`config.mk`:
```
export PLATFORM = sky130hd
export DESIGN_NAME = acc_alu_core
export DESIGN_NICKNAME = d
export VERILOG_FILES = /design/src/rtl/acc_alu_pkg.sv /design/src/rtl/acc_alu_arith.sv /design/src/rtl/acc_alu_unary.sv /design/src/rtl/acc_alu_flagreg.sv /design/src/rtl/acc_alu_core.sv
export SDC_FILE = /design/constraint.sdc
export NUM_CORES = 1
export LEC_CHECK = 0
export ABC_AREA = 0
export BUFFER_PORTS_ARGS = -buffer_cell sky130_fd_sc_hd__buf_2
export CORE_UTILIZATION = 62
export CTS_BUF_LIST = sky130_fd_sc_hd__clkbuf_4 sky130_fd_sc_hd__clkbuf_8
export CTS_CLUSTER_SIZE = 8
export DETAILED_ROUTE_END_ITERATION = 8
export GPL_ROUTABILITY_DRIVEN = 0
export HOLD_SLACK_MARGIN = 0.06
export PLACE_DENSITY = 0.86
export SYNTH_ARGS = -nofsm -noshare
export SYNTH_HDL_FRONTEND = slang
export SYNTH_SLANG_ARGS = --single-unit
```
`constraint.sdc`:
```
create_clock -name clk -period 14 [get_ports clk]
set_input_delay 2.8 -clock clk [delete_from_list [all_inputs] [get_ports clk]]
set_output_delay 2.8 -clock clk [all_outputs]
set_load 0.1 [all_outputs]
```
`src/rtl/acc_alu_pkg.sv`:
```
// Shared types for the accumulator ALU: operation codes, the stored
// flag nibble and the bit position of each flag in the output byte.
// Assumes an 8-bit flag byte whose low nibble is always zero.
package acc_alu_pkg;

    typedef enum logic [2:0] {
        OP_ADD = 3'b000,
        OP_ADC = 3'b001,
        OP_SUB = 3'b010,
        OP_SBC = 3'b011,
        OP_AND = 3'b100,
        OP_XOR = 3'b101,
        OP_OR  = 3'b110,
        OP_CMP = 3'b111
    } alu_op_e;

    typedef enum logic [1:0] {
        UN_CPL = 2'b00,
        UN_SCF = 2'b01,
        UN_CCF = 2'b10,
        UN_DAA = 2'b11
    } un_op_e;

    // Field order matches the flag byte from bit 7 down to bit 4.
    typedef struct packed {
        logic z;
        logic n;
        logic h;
        logic c;
    } flag_nib_t;

    localparam int FLAG_Z_BIT = 7;
    localparam int FLAG_N_BIT = 6;
    localparam int FLAG_H_BIT = 5;
    localparam int FLAG_C_BIT = 4;
    localparam int FLAG_BYTE_W = 8;

endpackage

```
`src/rtl/acc_alu_arith.sv`:
```
// Two-operand datapath: add, add with carry, subtract, subtract with
// borrow, AND, XOR, OR and compare. Purely combinational.
// Assumes DATA_W is even; half-carry is taken at the low half-word.
module acc_alu_arith
    import acc_alu_pkg::*;
#(
    parameter int DATA_W = 8
) (
    input  logic [DATA_W-1:0] a_i,
    input  logic [DATA_W-1:0] b_i,
    input  logic              cin_i,
    input  alu_op_e           op_i,
    output logic [DATA_W-1:0] res_o,
    output flag_nib_t         fl_o,
    output logic              we_o
);

    localparam int NIB_W = DATA_W / 2;

    logic              use_cin;
    logic [DATA_W:0]   sum_w;
    logic [NIB_W:0]    hsum_w;
    logic [DATA_W:0]   bsub_w;
    logic [NIB_W:0]    hbsub_w;
    logic [DATA_W-1:0] diff_w;
    logic              borrow;
    logic              hborrow;

    // Carry/borrow-in applies only to the "with carry" variants.
    always_comb begin
        use_cin = cin_i && (op_i == OP_ADC || op_i == OP_SBC);
    end

    // Adder and subtractor share the same effective carry-in.
    always_comb begin
        sum_w   = {1'b0, a_i} + {1'b0, b_i} + {{DATA_W{1'b0}}, use_cin};
        hsum_w  = {1'b0, a_i[NIB_W-1:0]} + {1'b0, b_i[NIB_W-1:0]}
                + {{NIB_W{1'b0}}, use_cin};
        bsub_w  = {1'b0, b_i} + {{DATA_W{1'b0}}, use_cin};
        hbsub_w = {1'b0, b_i[NIB_W-1:0]} + {{NIB_W{1'b0}}, use_cin};
        diff_w  = a_i - b_i - {{(DATA_W-1){1'b0}}, use_cin};
        borrow  = bsub_w > {1'b0, a_i};
        hborrow = hbsub_w > {1'b0, a_i[NIB_W-1:0]};
    end

    // Result, flags and write enable per operation.
    always_comb begin
        res_o = a_i;
        fl_o  = '0;
        we_o  = 1'b1;
        unique case (op_i)
            OP_ADD, OP_ADC: begin
                res_o = sum_w[DATA_W-1:0];
                fl_o.h = hsum_w[NIB_W];
                fl_o.c = sum_w[DATA_W];
                fl_o.z = (sum_w[DATA_W-1:0] == '0);
            end
            OP_SUB, OP_SBC: begin
                res_o  = diff_w;
                fl_o.n = 1'b1;
                fl_o.h = hborrow;
                fl_o.c = borrow;
                fl_o.z = (diff_w == '0);
            end
            OP_CMP: begin
                res_o  = a_i;
                we_o   = 1'b0;
                fl_o.n = 1'b1;
                fl_o.h = hborrow;
                fl_o.c = borrow;
                fl_o.z = (diff_w == '0);
            end
            OP_AND: begin
                res_o  = a_i & b_i;
                fl_o.h = 1'b1;
                fl_o.z = ((a_i & b_i) == '0);
            end
            OP_XOR: begin
                res_o  = a_i ^ b_i;
                fl_o.z = ((a_i ^ b_i) == '0);
            end
            OP_OR: begin
                res_o  = a_i | b_i;
                fl_o.z = ((a_i | b_i) == '0);
            end
            default: begin
                res_o = a_i;
                we_o  = 1'b0;
            end
        endcase
    end

endmodule

```
`src/rtl/acc_alu_unary.sv`:
```
// Single-operand commands: complement, set carry, flip carry and
// decimal adjust. Purely combinational; reads the current flags.
// Assumes DATA_W is even; decimal correction steps scale per nibble.
module acc_alu_unary
    import acc_alu_pkg::*;
#(
    parameter int DATA_W = 8
) (
    input  logic [DATA_W-1:0] a_i,
    input  flag_nib_t         fl_i,
    input  un_op_e            sel_i,
    output logic [DATA_W-1:0] res_o,
    output flag_nib_t         fl_o,
    output logic              we_o
);

    localparam int                NIB_W  = DATA_W / 2;
    localparam logic [DATA_W-1:0] LO_FIX = DATA_W'(6);
    localparam logic [DATA_W-1:0] HI_FIX = DATA_W'(6) << NIB_W;
    localparam logic [NIB_W-1:0]  DEC_MAX = NIB_W'(9);

    logic [DATA_W-1:0] lo_step;
    logic [DATA_W-1:0] hi_step;
    logic              lo_fix;
    logic              hi_fix;

    // Decimal adjust: low-nibble correction, then high-nibble correction.
    always_comb begin
        lo_fix  = fl_i.h || (a_i[NIB_W-1:0] > DEC_MAX);
        lo_step = a_i;
        if (lo_fix) lo_step = fl_i.n ? (a_i - LO_FIX) : (a_i + LO_FIX);
        hi_fix  = lo_step[DATA_W-1:NIB_W] > DEC_MAX;
        hi_step = lo_step;
        if (hi_fix) hi_step = fl_i.n ? (lo_step - HI_FIX) : (lo_step + HI_FIX);
    end

    // Result, flags and write enable per command.
    always_comb begin
        res_o = a_i;
        fl_o  = fl_i;
        we_o  = 1'b0;
        unique case (sel_i)
            UN_CPL: begin
                res_o  = ~a_i;
                we_o   = 1'b1;
                fl_o.n = 1'b1;
                fl_o.h = 1'b1;
            end
            UN_SCF: begin
                fl_o.n = 1'b0;
                fl_o.h = 1'b0;
                fl_o.c = 1'b1;
            end
            UN_CCF: begin
                fl_o.n = 1'b0;
                fl_o.h = 1'b0;
                fl_o.c = ~fl_i.c;
            end
            UN_DAA: begin
                res_o  = hi_step;
                we_o   = 1'b1;
                fl_o.h = 1'b0;
                fl_o.c = hi_fix;
                fl_o.z = (hi_step == '0);
            end
            default: begin
                res_o = a_i;
            end
        endcase
    end

endmodule

```
`src/rtl/acc_alu_flagreg.sv`:
```
// Flag nibble storage with synchronous active-low reset and load enable.
// Assumes the loaded value is already the complete next flag state.
module acc_alu_flagreg
    import acc_alu_pkg::*;
(
    input  logic      clk,
    input  logic      rst_n,
    input  logic      load_i,
    input  flag_nib_t d_i,
    output flag_nib_t q_o
);

    // Hold flags unless an operation is accepted.
    always_ff @(posedge clk) begin
        if (!rst_n)      q_o <= '0;
        else if (load_i) q_o <= d_i;
    end

endmodule

```
`src/rtl/acc_alu_core.sv`:
```
// Accumulator ALU top: selects between the two-operand path and the
// single-operand path (two-operand wins), drives the combinational
// accumulator result and registers the flags on each accepted operation.
// Assumes the processor writes acc_out into its accumulator when acc_we is high.
module acc_alu_core
    import acc_alu_pkg::*;
#(
    parameter int DATA_W = 8
) (
    input  logic              clk,
    input  logic              rst_n,
    input  logic              alu_en,
    input  logic [2:0]        op_sel,
    input  logic              unary_en,
    input  logic [1:0]        unary_sel,
    input  logic [DATA_W-1:0] acc_in,
    input  logic [DATA_W-1:0] opnd_in,
    output logic [DATA_W-1:0] acc_out,
    output logic              acc_we,
    output logic [7:0]        flags_out
);

    flag_nib_t         fl_q;
    flag_nib_t         fl_ar;
    flag_nib_t         fl_un;
    flag_nib_t         fl_nxt;
    logic [DATA_W-1:0] res_ar;
    logic [DATA_W-1:0] res_un;
    logic              we_ar;
    logic              we_un;

    acc_alu_arith #(.DATA_W(DATA_W)) u_arith (
        .a_i   (acc_in),
        .b_i   (opnd_in),
        .cin_i (fl_q.c),
        .op_i  (alu_op_e'(op_sel)),
        .res_o (res_ar),
        .fl_o  (fl_ar),
        .we_o  (we_ar)
    );

    acc_alu_unary #(.DATA_W(DATA_W)) u_unary (
        .a_i   (acc_in),
        .fl_i  (fl_q),
        .sel_i (un_op_e'(unary_sel)),
        .res_o (res_un),
        .fl_o  (fl_un),
        .we_o  (we_un)
    );

    // Priority select: two-operand path, then single-operand, then pass-through.
    always_comb begin
        if (alu_en) begin
            acc_out = res_ar;
            acc_we  = we_ar;
            fl_nxt  = fl_ar;
        end else if (unary_en) begin
            acc_out = res_un;
            acc_we  = we_un;
            fl_nxt  = fl_un;
        end else begin
            acc_out = acc_in;
            acc_we  = 1'b0;
            fl_nxt  = fl_q;
        end
    end

    acc_alu_flagreg u_flags (
        .clk    (clk),
        .rst_n  (rst_n),
        .load_i (alu_en || unary_en),
        .d_i    (fl_nxt),
        .q_o    (fl_q)
    );

    // Assemble the flag byte; the low nibble is tied to zero.
    always_comb begin
        flags_out = '0;
        flags_out[FLAG_Z_BIT] = fl_q.z;
        flags_out[FLAG_N_BIT] = fl_q.n;
        flags_out[FLAG_H_BIT] = fl_q.h;
        flags_out[FLAG_C_BIT] = fl_q.c;
    end

endmodule

```
==> flow_metrics.tcl <==
set metrics [dict create \
    final_layout_size_suffix_gt1_share_pct 12.6 \
    rsz0062_at_grt "no" \
    wirelength_um 8150 \
    clock_latency_ns 0.23 \
    grt.overflow.total 0 \
    synth_edf_count 0 \
    layout.cells.most_common "ha_1" \
    die_h_um 68.9 \
    ys_seq_area_share_pct 2.89 \
    async_flop_share_pct 0 \
    syn_area_um2 2770 \
    post_drt_wl_per_cell_um 17.6 \
    crit_slowest_cell "a2111oi_0" \
    antenna_found_initial 0 \
    die_x_um 68.9 \
    status "completed" \
    crit_chain "buf_2 > inv_1 > fa_1 > nor2b_1 > o21ai_0 > a21oi_1 > a21o_1 > inv_1 > fa_1 > xnor2_1 > a211oi_1 > a2111oi_0 > a41oi_1 > buf_2" \
    tritoncts "done" \
    drc 0 \
    synth_warnings 0 \
    critical_path_class "primary input to primary output" \
    portBuffers 37 \
    finalCritPeriodShare_pct 65.1 \
    worstSetupStartpointType "primary input" \
    dieArea_um2 4740 \
    syn_inst 387 \
    grt_max_degree 30 \
    path_clk_slew_ns 0.03 \
    fin_crit_ns 9.12 \
    vias 3083 \
    h-tree-depth 1 \
    maxCapViolations 0 \
    firstDrtPassIters 5 \
    fmax_mhz 110 \
    fin_cells 462 \
    ys.flop_type "dfxtp_1" \
    antenna_left 0 \
    ys_ff_latch 4 \
    setup_tns_ns 0 \
    hold_viol_final 0 \
    post-dp-hpwl_um 6530 \
    place_inst 459 \
    endpoint_kind "primary output" \
    drv_slew 0 \
    drtIter0Drc 328 \
    power_density_nw_per_um2 66.3 \
    setup_viol 0 \
    cts-buffers-inserted 3 \
    largest_reg_flops 4 \
    post_drt_via_cell_ratio 6.67 \
    most-common-layout-cells "ha_1 (48), inv_1 (38), buf_2 (37)" \
    syn_area_per_cell_um2 7.16 \
    tightest_slew_ns 0.699 \
    root_buffer "clkbuf_8" \
    grtUsageTotal_pct 36.7 \
    ios 42 \
    syn2layout_area_growth_pct 7.18 \
    cp.required_ns 11.20 \
    regArea_um2 80.1 \
    core_area_um2 4140 \
    rows 23 \
    crit_fanout 14 \
    cts_sinks 4 \
    p_leak_uw 0.00139 \
    antenna-diode-count 0 \
    crit_arrival_ns 6.32 \
    cts_hold_buffers 0 \
    grt_pass1_vias 2689 \
    grt_first_pass_wirelength_um 12900 \
    initial_core_util_pct 66.9 \
    fin_nets 493 \
    nFillCells 360 \
    crit_family "compound AO/OA/AOI/OAI gates" \
    hold_class "register to register" \
    critPathMaxStageDelay_ns 0.67 \
    crit_buf_inv 4 \
    cts_setup_buffers 0 \
    multi_input_area_um2 2460 \
    cts.path.max_buffers 2 \
    synth_cell_type_count 60 \
    cts_resized 0 \
    largest_register "u_flags.q_o" \
    clock_skew_ns 0.00183 \
    max-vdd-ir-drop_v 0.0000637 \
    reg.largest.list "u_flags.q_o x4" \
    max_slew_margin_pct 52.2 \
]
==> cells by family after synthesis <==
group           synth area share (%)
compound gates                  27.0
xor+xnor                        6.64
fa+ha+maj                       26.0
buf+inv                         8.80
flops                           2.89
mux                             6.19
other cells                    0.135
simple gates                    22.3
==> Yosys cell counts (3+ instances only) <==
| master | count | share of area, % |
|---|---|---|
| ha_1 | 48 | 22 |
| inv_1 | 38 | 5.1 |
| nand2_1 | 35 | 4.7 |
| o21ai_0 | 35 | 6.3 |
| nor2_1 | 32 | 4.3 |
| a21oi_1 | 20 | 3.6 |
| xnor2_1 | 13 | 4.1 |
| nor2b_1 | 11 | 2.5 |
| clkbuf_1 | 8 | 1.1 |
| o21a_1 | 8 | 2.2 |
| xor2_1 | 8 | 2.5 |
| mux2i_1 | 7 | 2.5 |
| nand3_1 | 7 | 1.3 |
| nor4_1 | 7 | 1.6 |
| a21o_1 | 6 | 1.6 |
| fa_1 | 6 | 4.3 |
| nand2b_1 | 6 | 1.4 |
| nand4_1 | 6 | 1.4 |
| buf_4 | 5 | 1.4 |
| nor3_1 | 5 | 0.90 |
| or2_2 | 5 | 1.1 |
| a211oi_1 | 4 | 1.1 |
| a31oi_1 | 4 | 0.90 |
| dfxtp_1 | 4 | 2.9 |
| mux4_2 | 4 | 3.3 |
| a221oi_1 | 3 | 0.95 |
| a41oi_1 | 3 | 0.95 |
| and3_1 | 3 | 0.68 |
| buf_1 | 3 | 0.41 |
| o31ai_1 | 3 | 0.81 |
| or3_1 | 3 | 0.68 |
==> layout make-up <==
class | count | share of cell area, %
inverters | 38 | 4.80
flip-flops and latches | 4 | 2.70
clock buffers | 3 | 1.39
multi-input cells | 330 | 82.8
well taps | 50 | 2.11
repair buffers | 37 | 6.23
==> per-layer routing <==
metal  part of all wire, %  track usage [%]  vias to the layer above
li1                      -                -                     1438
met5                     0                0                        -
met2                    44             55.7                      202
met4                   2.9             12.5                        0
met3                   9.4             6.41                       28
met1                    44             51.7                     1415
==> report_power, final <==
part / internal [uW] / switching (uW) / total (uW)
logic: 49.9 / 107 / 157
clock network: 18.5 / 7.41 / 25.9
registers: 12.3 / 1.68 / 14.0
total: 80.6 / 116 / 197
==> final timing paths <==
kind / start / slack, ns / cells past startpoint / to
max: acc_in[1] / 4.88 / 14 / acc_out[7]
min: u_flags.q_o[0] / 0.70 / 3 / u_flags.q_o[0]
max reg2reg: u_flags.q_o[2] / 10.52 / 12 / u_flags.q_o[3]
min reg2reg: u_flags.q_o[0] / 0.70 / 3 / u_flags.q_o[0]
==> stage by stage <==
| stage | util [%] | setup WS (ns) | hold WS, ns | power [uW] | instance area (um2) |
|---|---|---|---|---|---|
| final | 71.7 | 4.88 | 0.697 | 197 | 2970 |
| after global routing | 71.7 | 4.07 | 0.707 | 212 | 2970 |
| after CTS | 71.7 | 4.94 | 0.681 | 194 | 2970 |
| after detailed placement | 70.7 | 5.03 | 0.669 | 168 | 2930 |
| after global placement | 70.7 | 5.13 | 0.663 | 164 | 2930 |
| after floorplan | - | 4.05 | 0.574 | 137 | 2780 |
==> worst min-delay path, stage by stage, from the launching register on <==
cell,delay (ns)
dfxtp_1,0.42
nand2_1,0.07
nor2_1,0.09
a41o_1,0.09
(Power assumes the default switching activity.)
